[src/rtl/spi_fm_pkg.sv]
package spi_fm_pkg;
  localparam int WORD_W = 32;
  localparam int LEN_W  = $clog2(WORD_W);
  localparam int DLY_W  = 8;

  typedef struct packed {
    logic [LEN_W-1:0] len_m1;
    logic [DLY_W-1:0] half;
    logic             msb_first;
    logic             sample_fall;
    logic             cpol;
    logic [1:0]       frame_mode;
    logic             ss_low;
    logic             write_only;
  } spi_cfg_t;

  localparam spi_cfg_t CFG_DEFAULT = '{
    len_m1: LEN_W'(7), half: '0, msb_first: 1'b0, sample_fall: 1'b0,
    cpol: 1'b0, frame_mode: 2'd0, ss_low: 1'b0, write_only: 1'b0};

  typedef enum logic [2:0] {
    ST_IDLE, ST_PRE, ST_PGAP, ST_LEAD, ST_TRAIL, ST_QGAP, ST_POST
  } eng_st_e;
endpackage

[src/rtl/spi_fm_fifo.sv]
module spi_fm_fifo #(
  parameter int W     = 32,
  parameter int DEPTH = 4,
  localparam int AW   = (DEPTH > 1) ? $clog2(DEPTH) : 1,
  localparam int CW   = $clog2(DEPTH + 1)
) (
  input  logic          clk_i,
  input  logic          rst_ni,
  input  logic          flush_i,
  input  logic          push_i,
  input  logic [W-1:0]  wdata_i,
  input  logic          pop_i,
  output logic [W-1:0]  rdata_o,
  output logic [CW-1:0] count_o,
  output logic          full_o,
  output logic          empty_o
);
  logic [W-1:0]  mem_q [DEPTH];
  logic [AW-1:0] rd_q, wr_q;
  logic [CW-1:0] cnt_q;
  logic          do_pop, do_push;

  function automatic logic [AW-1:0] nxt(input logic [AW-1:0] p);
    return (p == AW'(DEPTH - 1)) ? '0 : p + 1'b1;
  endfunction

  assign empty_o = (cnt_q == '0);
  assign full_o  = (cnt_q == CW'(DEPTH));
  assign count_o = cnt_q;
  assign rdata_o = mem_q[rd_q];
  assign do_pop  = pop_i && !empty_o;
  assign do_push = push_i && (!full_o || do_pop);

  always_ff @(posedge clk_i or negedge rst_ni) begin
    if (!rst_ni) begin
      rd_q  <= '0;
      wr_q  <= '0;
      cnt_q <= '0;
    end else if (flush_i) begin
      rd_q  <= '0;
      wr_q  <= '0;
      cnt_q <= '0;
    end else begin
      if (do_pop)  rd_q <= nxt(rd_q);
      if (do_push) wr_q <= nxt(wr_q);
      cnt_q <= cnt_q + CW'(do_push) - CW'(do_pop);
    end
  end

  always_ff @(posedge clk_i) begin
    if (do_push && !flush_i) mem_q[wr_q] <= wdata_i;
  end

  assert_full_push_dropped_R12: assert property (@(posedge clk_i) disable iff (!rst_ni)
    (full_o && push_i && !pop_i && !flush_i) |=> (count_o == CW'(DEPTH)));
  assert_count_bound_R12: assert property (@(posedge clk_i) disable iff (!rst_ni)
    count_o <= CW'(DEPTH));
endmodule

[src/rtl/spi_fm_engine.sv]
module spi_fm_engine
  import spi_fm_pkg::*;
(
  input  logic              clk_i,
  input  logic              rst_ni,
  input  spi_cfg_t          cfg_i,
  input  logic              abort_i,
  input  logic              tx_valid_i,
  input  logic [WORD_W-1:0] tx_data_i,
  output logic              tx_pop_o,
  output logic              rx_push_o,
  output logic [WORD_W-1:0] rx_word_o,
  output logic              busy_o,
  input  logic              miso_i,
  output logic              sclk_o,
  output logic              mosi_o,
  output logic              ss_o
);
  eng_st_e           state_q;
  logic [DLY_W-1:0]  tick_q;
  logic [LEN_W-1:0]  bit_q;
  logic [WORD_W-1:0] word_q, rxw_q;
  logic              half_end, last_bit, in_data, ss_act;
  logic [LEN_W-1:0]  idx;

  assign half_end = (tick_q == cfg_i.half);
  assign last_bit = (bit_q == cfg_i.len_m1);
  assign idx      = cfg_i.msb_first ? (cfg_i.len_m1 - bit_q) : bit_q;
  assign in_data  = (state_q == ST_LEAD) || (state_q == ST_TRAIL);
  assign busy_o   = (state_q != ST_IDLE);
  assign tx_pop_o = (state_q == ST_IDLE) && tx_valid_i && !abort_i;
  assign rx_push_o = (state_q == ST_TRAIL) && half_end && last_bit &&
                     !cfg_i.write_only && !abort_i;
  assign rx_word_o = rxw_q;

  always_ff @(posedge clk_i or negedge rst_ni) begin
    if (!rst_ni) begin
      state_q <= ST_IDLE;
      tick_q  <= '0;
      bit_q   <= '0;
      word_q  <= '0;
      rxw_q   <= '0;
    end else if (abort_i) begin
      state_q <= ST_IDLE;
      tick_q  <= '0;
      bit_q   <= '0;
    end else if (state_q == ST_IDLE) begin
      if (tx_valid_i) begin
        word_q  <= tx_data_i;
        rxw_q   <= '0;
        bit_q   <= '0;
        tick_q  <= '0;
        state_q <= cfg_i.frame_mode[0] ? ST_PRE : ST_LEAD;
      end
    end else if (!half_end) begin
      tick_q <= tick_q + 1'b1;
    end else begin
      tick_q <= '0;
      unique case (state_q)
        ST_PRE:  state_q <= ST_PGAP;
        ST_PGAP: state_q <= ST_LEAD;
        ST_LEAD: begin
          rxw_q[idx] <= miso_i;
          state_q    <= ST_TRAIL;
        end
        ST_TRAIL: begin
          if (last_bit) state_q <= cfg_i.frame_mode[1] ? ST_QGAP : ST_IDLE;
          else begin
            bit_q   <= bit_q + 1'b1;
            state_q <= ST_LEAD;
          end
        end
        ST_QGAP: state_q <= ST_POST;
        ST_POST: state_q <= ST_IDLE;
        default: state_q <= ST_IDLE;
      endcase
    end
  end

  // lead level equals the sample-edge bit, so the lead->trail edge is the sampling edge
  always_comb begin
    unique case (state_q)
      ST_LEAD:  sclk_o = cfg_i.sample_fall;
      ST_TRAIL: sclk_o = !cfg_i.sample_fall;
      default:  sclk_o = cfg_i.cpol;
    endcase
  end

  assign ss_act = (state_q == ST_PRE) || (state_q == ST_POST) ||
                  ((cfg_i.frame_mode == 2'd0) && in_data);
  assign ss_o   = ss_act ^ cfg_i.ss_low;
  assign mosi_o = in_data ? word_q[idx] : 1'b0;

  assert_tick_range_R2: assert property (@(posedge clk_i) disable iff (!rst_ni)
    (state_q != ST_IDLE) |-> (tick_q <= cfg_i.half));
  assert_bit_range_R1: assert property (@(posedge clk_i) disable iff (!rst_ni)
    (state_q != ST_IDLE) |-> (bit_q <= cfg_i.len_m1));
  assert_mosi_stable_R4: assert property (@(posedge clk_i) disable iff (!rst_ni)
    ($past(state_q) == ST_LEAD && state_q == ST_TRAIL) |-> $stable(mosi_o));
endmodule

[src/rtl/spi_fifo_master.sv]
module spi_fifo_master
  import spi_fm_pkg::*;
#(
  parameter int TX_DEPTH = 4,
  parameter int RX_DEPTH = 4,
  localparam int TCW     = $clog2(TX_DEPTH + 1),
  localparam int RCW     = $clog2(RX_DEPTH + 1)
) (
  input  logic              clk_i,
  input  logic              rst_ni,
  input  logic [LEN_W-1:0]  cfg_len_m1_i,
  input  logic [DLY_W-1:0]  cfg_half_i,
  input  logic              cfg_msb_first_i,
  input  logic              cfg_sample_fall_i,
  input  logic              cfg_cpol_i,
  input  logic [1:0]        cfg_frame_mode_i,
  input  logic              cfg_ss_low_i,
  input  logic              cfg_write_only_i,
  input  logic              restart_i,
  input  logic              load_i,
  input  logic [WORD_W-1:0] load_data_i,
  input  logic              clr_rx_i,
  input  logic              rx_pop_i,
  input  logic              miso_i,
  output logic [WORD_W-1:0] rx_data_o,
  output logic [TCW-1:0]    tx_space_o,
  output logic [RCW-1:0]    rx_count_o,
  output logic              idle_o,
  output logic              rx_overflow_o,
  output logic              sclk_o,
  output logic              mosi_o,
  output logic              ss_o
);
  spi_cfg_t          cfg_q;
  logic [WORD_W-1:0] tx_head, rx_word;
  logic [TCW-1:0]    tx_cnt;
  logic              tx_full, tx_empty, tx_pop;
  logic              rx_full, rx_empty, rx_push, busy, ovf_q;

  always_ff @(posedge clk_i or negedge rst_ni) begin
    if (!rst_ni) cfg_q <= CFG_DEFAULT;
    else if (restart_i)
      cfg_q <= '{len_m1: cfg_len_m1_i, half: cfg_half_i, msb_first: cfg_msb_first_i,
                 sample_fall: cfg_sample_fall_i, cpol: cfg_cpol_i,
                 frame_mode: cfg_frame_mode_i, ss_low: cfg_ss_low_i,
                 write_only: cfg_write_only_i};
  end

  spi_fm_fifo #(.W(WORD_W), .DEPTH(TX_DEPTH)) u_tx_fifo (
    .clk_i, .rst_ni, .flush_i(restart_i), .push_i(load_i), .wdata_i(load_data_i),
    .pop_i(tx_pop), .rdata_o(tx_head), .count_o(tx_cnt), .full_o(tx_full),
    .empty_o(tx_empty));

  spi_fm_engine u_engine (
    .clk_i, .rst_ni, .cfg_i(cfg_q), .abort_i(restart_i), .tx_valid_i(!tx_empty),
    .tx_data_i(tx_head), .tx_pop_o(tx_pop), .rx_push_o(rx_push), .rx_word_o(rx_word),
    .busy_o(busy), .miso_i, .sclk_o, .mosi_o, .ss_o);

  spi_fm_fifo #(.W(WORD_W), .DEPTH(RX_DEPTH)) u_rx_fifo (
    .clk_i, .rst_ni, .flush_i(clr_rx_i), .push_i(rx_push), .wdata_i(rx_word),
    .pop_i(rx_pop_i), .rdata_o(rx_data_o), .count_o(rx_count_o), .full_o(rx_full),
    .empty_o(rx_empty));

  always_ff @(posedge clk_i or negedge rst_ni) begin
    if (!rst_ni) ovf_q <= 1'b0;
    else if (clr_rx_i) ovf_q <= 1'b0;
    else if (rx_push && rx_full && !rx_pop_i) ovf_q <= 1'b1;
  end

  assign rx_overflow_o = ovf_q;
  assign tx_space_o    = TCW'(TX_DEPTH) - tx_cnt;
  assign idle_o        = !busy && tx_empty;

  assert_restart_flush_R10: assert property (@(posedge clk_i) disable iff (!rst_ni)
    restart_i |=> (tx_space_o == TCW'(TX_DEPTH)) && idle_o);
  assert_overflow_sticky_R9: assert property (@(posedge clk_i) disable iff (!rst_ni)
    (rx_overflow_o && !clr_rx_i) |=> rx_overflow_o);
  assert_write_only_R8: assert property (@(posedge clk_i) disable iff (!rst_ni)
    (cfg_q.write_only && !restart_i) |=> (rx_count_o <= $past(rx_count_o)));
  assert_idle_clock_R5: assert property (@(posedge clk_i) disable iff (!rst_ni)
    idle_o |-> (sclk_o == cfg_q.cpol));
  assert_rx_not_empty_ok_R13: assert property (@(posedge clk_i) disable iff (!rst_ni)
    (rx_empty && !rx_push) |=> (rx_count_o == '0 || clr_rx_i || $past(clr_rx_i)) || rx_count_o == '0);
endmodule

[config.mk]
export PLATFORM = sky130hd
export DESIGN_NAME = spi_fifo_master
export DESIGN_NICKNAME = d
export VERILOG_FILES = /design/src/rtl/spi_fm_pkg.sv /design/src/rtl/spi_fm_fifo.sv /design/src/rtl/spi_fm_engine.sv /design/src/rtl/spi_fifo_master.sv
export SDC_FILE = /design/constraint.sdc
export NUM_CORES = 1
export LEC_CHECK = 0
export BUFFER_PORTS_ARGS = -buffer_cell sky130_fd_sc_hd__buf_2
export CAP_MARGIN = 20
export CELL_PAD_IN_SITES_DETAIL_PLACEMENT = 0
export CELL_PAD_IN_SITES_GLOBAL_PLACEMENT = 1
export CORE_MARGIN = 2
export CORE_UTILIZATION = 33
export DETAILED_ROUTE_END_ITERATION = 10
export PLACE_DENSITY_LB_ADDON = 0.1
export SETUP_SLACK_MARGIN = 0.05
export SYNTH_ARGS = -nofsm -noshare
export SYNTH_HDL_FRONTEND = slang
export SYNTH_HIERARCHICAL = 1
export SYNTH_SLANG_ARGS = --single-unit
[constraint.sdc]
create_clock -name clk_i -period 7.4 [get_ports clk_i]
set_input_delay 1.48 -clock clk_i [delete_from_list [all_inputs] [get_ports clk_i]]
set_output_delay 1.48 -clock clk_i [all_outputs]
set_load 0.05 [all_outputs]
# After elaboration in Yosys (flattened, before gate mapping)
# Memory sizes are Yosys's and may differ from the RTL's. A register that Yosys moved wholly into a read port is not among the register bits.
# Cells that the tools add are included.
dict set report totals {
  regBits 83
  ram_bits 256
  in_bits 59
  output_inout_bits 43
  word_cells 156
  mem_count 2
}
dict set report op_classes {
  addsub 12
  order_cmp 2
  eq_ne 17
  muxes 50
  bitwise 3
  n_reduce_logical 51
}
# memory depth word_bits read_ports rd_ports_with_merged_regs write_ports line_no
set mem_list {}
lappend mem_list {u_rx_fifo.mem_q 4 32 1 0 1 spi_fm_fifo.sv:18} ;# logic [W-1:0] mem_q [DEPTH];
lappend mem_list {u_tx_fifo.mem_q 4 32 1 1 1 spi_fm_fifo.sv:18}
# op count
set ops {}
lappend ops {{two-way mux 32 bit} 4}
lappend ops {{two-way mux 5 bit} 7}
lappend ops {{bitwise mux 32 bit} 1}
lappend ops {{two-way mux 8 bit} 4}
lappend ops {{two-way mux 2 bit} 13}
lappend ops {{two-way mux 3 bit} 8}
lappend ops {{logical AND 1 bit} 17}
lappend ops {{equality test 3 bit, second input constant} 5}
lappend ops {{one-hot mux 3 bit (5 select lines)} 1}
lappend ops {{nonzero test 2 bit} 7}
lappend ops {{logical NOT 1 bit} 11}
lappend ops {{logical NOT 3 bit} 3}
lappend ops {{two-way mux 1 bit} 9}
lappend ops {{nonzero test 3 bit} 3}
lappend ops {{adder 2 x 1 -> 2 bit, second input constant} 4}
lappend ops {{adder 8 x 1 -> 8 bit, second input constant} 1}
lappend ops {{equality test 2 bit, second input constant} 4}
lappend ops {{equality test 8 bit} 1}
lappend ops {{AND reduction 4 bit} 2}
lappend ops {{adder 3 x 1 -> 3 bit} 2}
lappend ops {{equality test 3 x 2 -> 1 bit, second input constant} 2}
lappend ops {{< comparator 5 x 6 -> 1 bit, second input constant} 1}
lappend ops {{!= test 3 bit, second input constant} 2}
lappend ops {{subtractor 3 x 1 -> 3 bit} 2}
lappend ops {{other kinds (16)} 21}

# Depth between registers and ports, before layout
dict set report depth {
  word_depth 10
  mapped_depth 14
  mapped_depth_nobuf 13
}

# Hierarchy
# The synthesis kept the hierarchy.
# mod n_inst cells_each area_each_um2 seq_area_each_um2
set by_module_without_submodules {}
lappend by_module_without_submodules {{spi_fm_fifo at u_tx_fifo} 1 213 5091.1 4018.9}
lappend by_module_without_submodules {{spi_fm_fifo at u_rx_fifo} 1 215 5069.9 4018.9}
lappend by_module_without_submodules {spi_fm_engine 1 436 4275.4 2001.9}
lappend by_module_without_submodules {spi_fifo_master 1 52 904.6 529.3}

# Worst setup path after synthesis
# No wires, ideal clock.
dict set report synth_timing {
  kind {in2reg}
  start {in restart_i}
  end {mem u_tx_fifo.mem_q[1][0] (enable)}
  setup_time_ns 0.468
  t_arrival_ns 5.289
  required_time_ns 6.932
  setup_slack_ns 1.643
  stages 7
  n_path_buf 3
  cell_sequence {clkbuf_1 > nor2_1 > and3_1 > clkbuf_1 > buf_1 > o41ai_4 > nor3b_1}
}
dict set report synth_between {
  elab_chain_len 8
}
# element line_no
set synth_lines {}
lappend synth_lines {{start: declaration} spi_fifo_master.sv:19} ;# input logic restart_i,
lappend synth_lines {{logical NOT 1 bit} spi_fm_engine.sv:31} ;# assign tx_pop_o = (state_q == ST_IDLE) && tx_valid_i && !abort_i;
lappend synth_lines {{logical AND 1 bit} spi_fm_engine.sv:31}
lappend synth_lines {{named net tx_pop} spi_fifo_master.sv:37} ;# logic tx_full, tx_empty, tx_pop;
lappend synth_lines {{logical AND 1 bit} spi_fm_fifo.sv:31} ;# assign do_pop = pop_i && !empty_o;
lappend synth_lines {{logical OR 1 bit} spi_fm_fifo.sv:32} ;# assign do_push = push_i && (!full_o || do_pop);
lappend synth_lines {{logical AND 1 bit} spi_fm_fifo.sv:32}
lappend synth_lines {{logical AND 1 bit} spi_fm_fifo.sv:51} ;# if (do_push && !flush_i) mem_q[wr_q] <= wdata_i;
lappend synth_lines {{two-way mux 1 bit} spi_fm_fifo.sv:51}
lappend synth_lines {{two-way mux 1 bit (implied by the code)} spi_fm_fifo.sv:51}
lappend synth_lines {{end: declaration} spi_fm_fifo.sv:18}
# The timed path passes the listed nets, and every way through them passes these cells.

# Worst setup path in the final report
dict set report layout_timing {
  start {reg u_engine.bit_q[0]}
  end {out mosi_o}
}
dict set report layout_between {
  elab_chain_len 5
}
# element line_no
set layout_lines {}
lappend layout_lines {{start: declaration} spi_fm_engine.sv:21} ;# logic [LEN_W-1:0] bit_q;
lappend layout_lines {{start signal: assignment} spi_fm_engine.sv:69} ;# bit_q <= bit_q + 1'b1;
lappend layout_lines {{subtractor 5 bit} spi_fm_engine.sv:28} ;# assign idx = cfg_i.msb_first ? (cfg_i.len_m1 - bit_q) : bit_q;
lappend layout_lines {{two-way mux 5 bit *} spi_fm_engine.sv:28}
lappend layout_lines {{binary-select mux 1 bit (select 5 bit) *} spi_fm_engine.sv:92} ;# assign mosi_o = in_data ? word_q[idx] : 1'b0;
lappend layout_lines {{two-way mux 1 bit (implied by the code) *} spi_fm_engine.sv:92}
lappend layout_lines {{two-way mux 1 bit *} spi_fm_engine.sv:92}
lappend layout_lines {{end: declaration} spi_fifo_master.sv:31} ;# output logic mosi_o,
# Mark *: on every way between the ends. The rest lies on a longest branch, timed or not. The select of a mux whose other input is x is not followed.

==> qor.yml <==
p_leak_uw: 0.006518
wirelength_mm: 32.93
core_sq_um: 45580
drc_errors: 0
clkPwrFrac_pct: 34.1
fmax_ghz: 0.1873
cts.path.max_buffers: 3
worstMarginPinSlew_ps: 999.2
die_w_um: 219.5
vias_per_cell: 4.873
dpl_cell_area_sq_um: 16490
antenna_found_initial: 1
h-tree-depth: 2
status: "completed"
rsz0062_at_grt: "no"
overflow: 0
comb_power_share_pct: 23.6
first_iter_violations: 453
final_util_pct: 39.23
post-dp-hpwl_mm: 20.91
gp_congestion: 0.7116
startpoint_type: "register"
cp_max_fo: 11
grt_pass1_vias: 8266
end_kind: "output port"
ant_nets: 0
fin_area_sq_um: 17880
cts_setup_buffers: 0
finalSetupTns_ps: 0
maxCapViolCount: 0
seq_area_sq_um: 10570
cts_tree: "built"
clkSinkCount: 371
syn_area_per_cell_sq_um: 16.77
slew_headroom_pct: 32.88
cp.arrival_ps: 3860
p_seq_share_pct: 42.3
layout_common_cells: "edfxtp_1, dfrtp_1, buf_2, nand2_1, mux4_2"
design.die.area_sq_um: 48200
ctsResizeCount: 0
p_int_uw: 4180
crit_type: "reg2out"
root_buffer: "clkbuf_16"
power.density_nw_per_um2: 336.9
max-vdd-ir-drop_mv: 0.2071
swShare_pct: 30.61
num_io_pins: 102
multi_input_area_sq_um: 4471
drive_above_1_share_pct: 30.68
cts_buffers: 43
n_antenna_cell: 0
portBuffers: 101
nets: 1111
drv_slew: 0
hold_buffers: 0
n_fill_cell: 4232
period_needed_ps: 5340
syn_inst: 914
syn2layout_area_growth_pct: 16.62
r2r_slack_ps: 4050
drt-pass1-iter-count: 5
routedWlPerCell_um: 19.76
layout_commonest_cell: "edfxtp_1"
setup_viol: 0
start_util_pct: 33.64
clk_latency_ps: 550
power_switching_uw: 1844
synth_nets: 994
vias: 8118
hold_viol: 0
netlist_area_sq_um: 15330
fin_worst_skew_ps: 16.33
fin_crit_sh_pct: 72.16
hold_class: "reg2reg"
worstPathRequired_ps: 5920
path_clk_slew_ps: 50
row_count: 78
synth_warnings: 6
grt_max_degree: 64
track_usage_pct: 14.06
die_y_um: 219.5
grt_pass1_wl_mm: 50.84
-- critical path: stages, from the launching register on --
cell	delay, ps
dfrtp_1	460
ha_1	210
inv_1	50
fa_1	430
xnor2_1	170
a21oi_1	700
nor3_1	100
or3_1	390
a211oi_1	440
buf_2	350
-- path summary, 6_finish.rpt --
| path | depth (start not counted) | end | startpoint |
|---|---|---|---|
| worst max-delay path | 9 | mosi_o | u_engine/bit_q[0] |
| worst min-delay path | 1 | u_engine/word_q[23] | u_engine/word_q[23] |
| worst max register to register | 10 | u_rx_fifo/mem_q[3][9] | u_engine/bit_q[3] |
| worst min register to register | 1 | u_engine/word_q[23] | u_engine/word_q[23] |
| max in group asynchronous | 2 | u_tx_fifo/rd_q[0] | rst_ni |
| min in group asynchronous | 1 | u_engine/rx_word_o[2] | rst_ni |
-- per-stage QoR --
stage | worst slack, ps | std cells | hold slack [ps] | power, uW
after floorplan | 1644 | 914 | 465.9 | 3620
after global placement | 2340 | 1584 | 488.5 | 4041
after detailed placement | 2308 | 1584 | 496.7 | 4043
after CTS | 1712 | 1664 | 509.6 | 6135
after global routing | 1817 | 1666 | 526.1 | 6343
final | 2060 | 1666 | 503.2 | 6023
-- state kept, by name, indices dropped and copies added (netlist names) --
name and flops:
u_rx_fifo/count_o 3, u_tx_fifo/mem_q 128, u_engine/rx_word_o 32, u_rx_fifo/rd_q 2
cfg_q 20, u_engine/word_q 32, u_tx_fifo/wr_q 2, u_tx_fifo/count_o 3
u_rx_fifo/wr_q 2, u_engine/tick_q 8, u_tx_fifo/rd_q 2, u_engine/state_q 3
u_rx_fifo/mem_q 128, rx_overflow_o 1, u_engine/bit_q 5
-- power groups by stage --
stage                     Combinational (uW)  Sequential (uW)  Clock [uW]
after CTS                               1450             2560        2130
after floorplan                         1090             2530           0
after detailed placement                1440             2600           0
after global placement                  1440             2600           0
after global routing                    1540             2580        2220
final                                   1420             2550        2050
-- area by class of cell --
type                            instances  share of cell area [%]
Multi-Input combinational cell        476                   25.00
Timing Repair Buffer                  118                   3.541
Sequential cell                       371                   59.14
Inverter                               21                  0.4409
Clock buffer                           61                   6.676
Clock inverter                         19                   1.001
Tap cell                              600                   4.199
-- metal layers --
layer	vias to the layer above	part of all wire [%]	track usage (%)
met1	4139	46	19.40
met4	0	2.1	4.685
li1	3776	-	-
met2	156	48	22.59
met3	47	3.9	2.388
met5	-	0	0
Note: power is estimated with default switching activity, not from simulation.
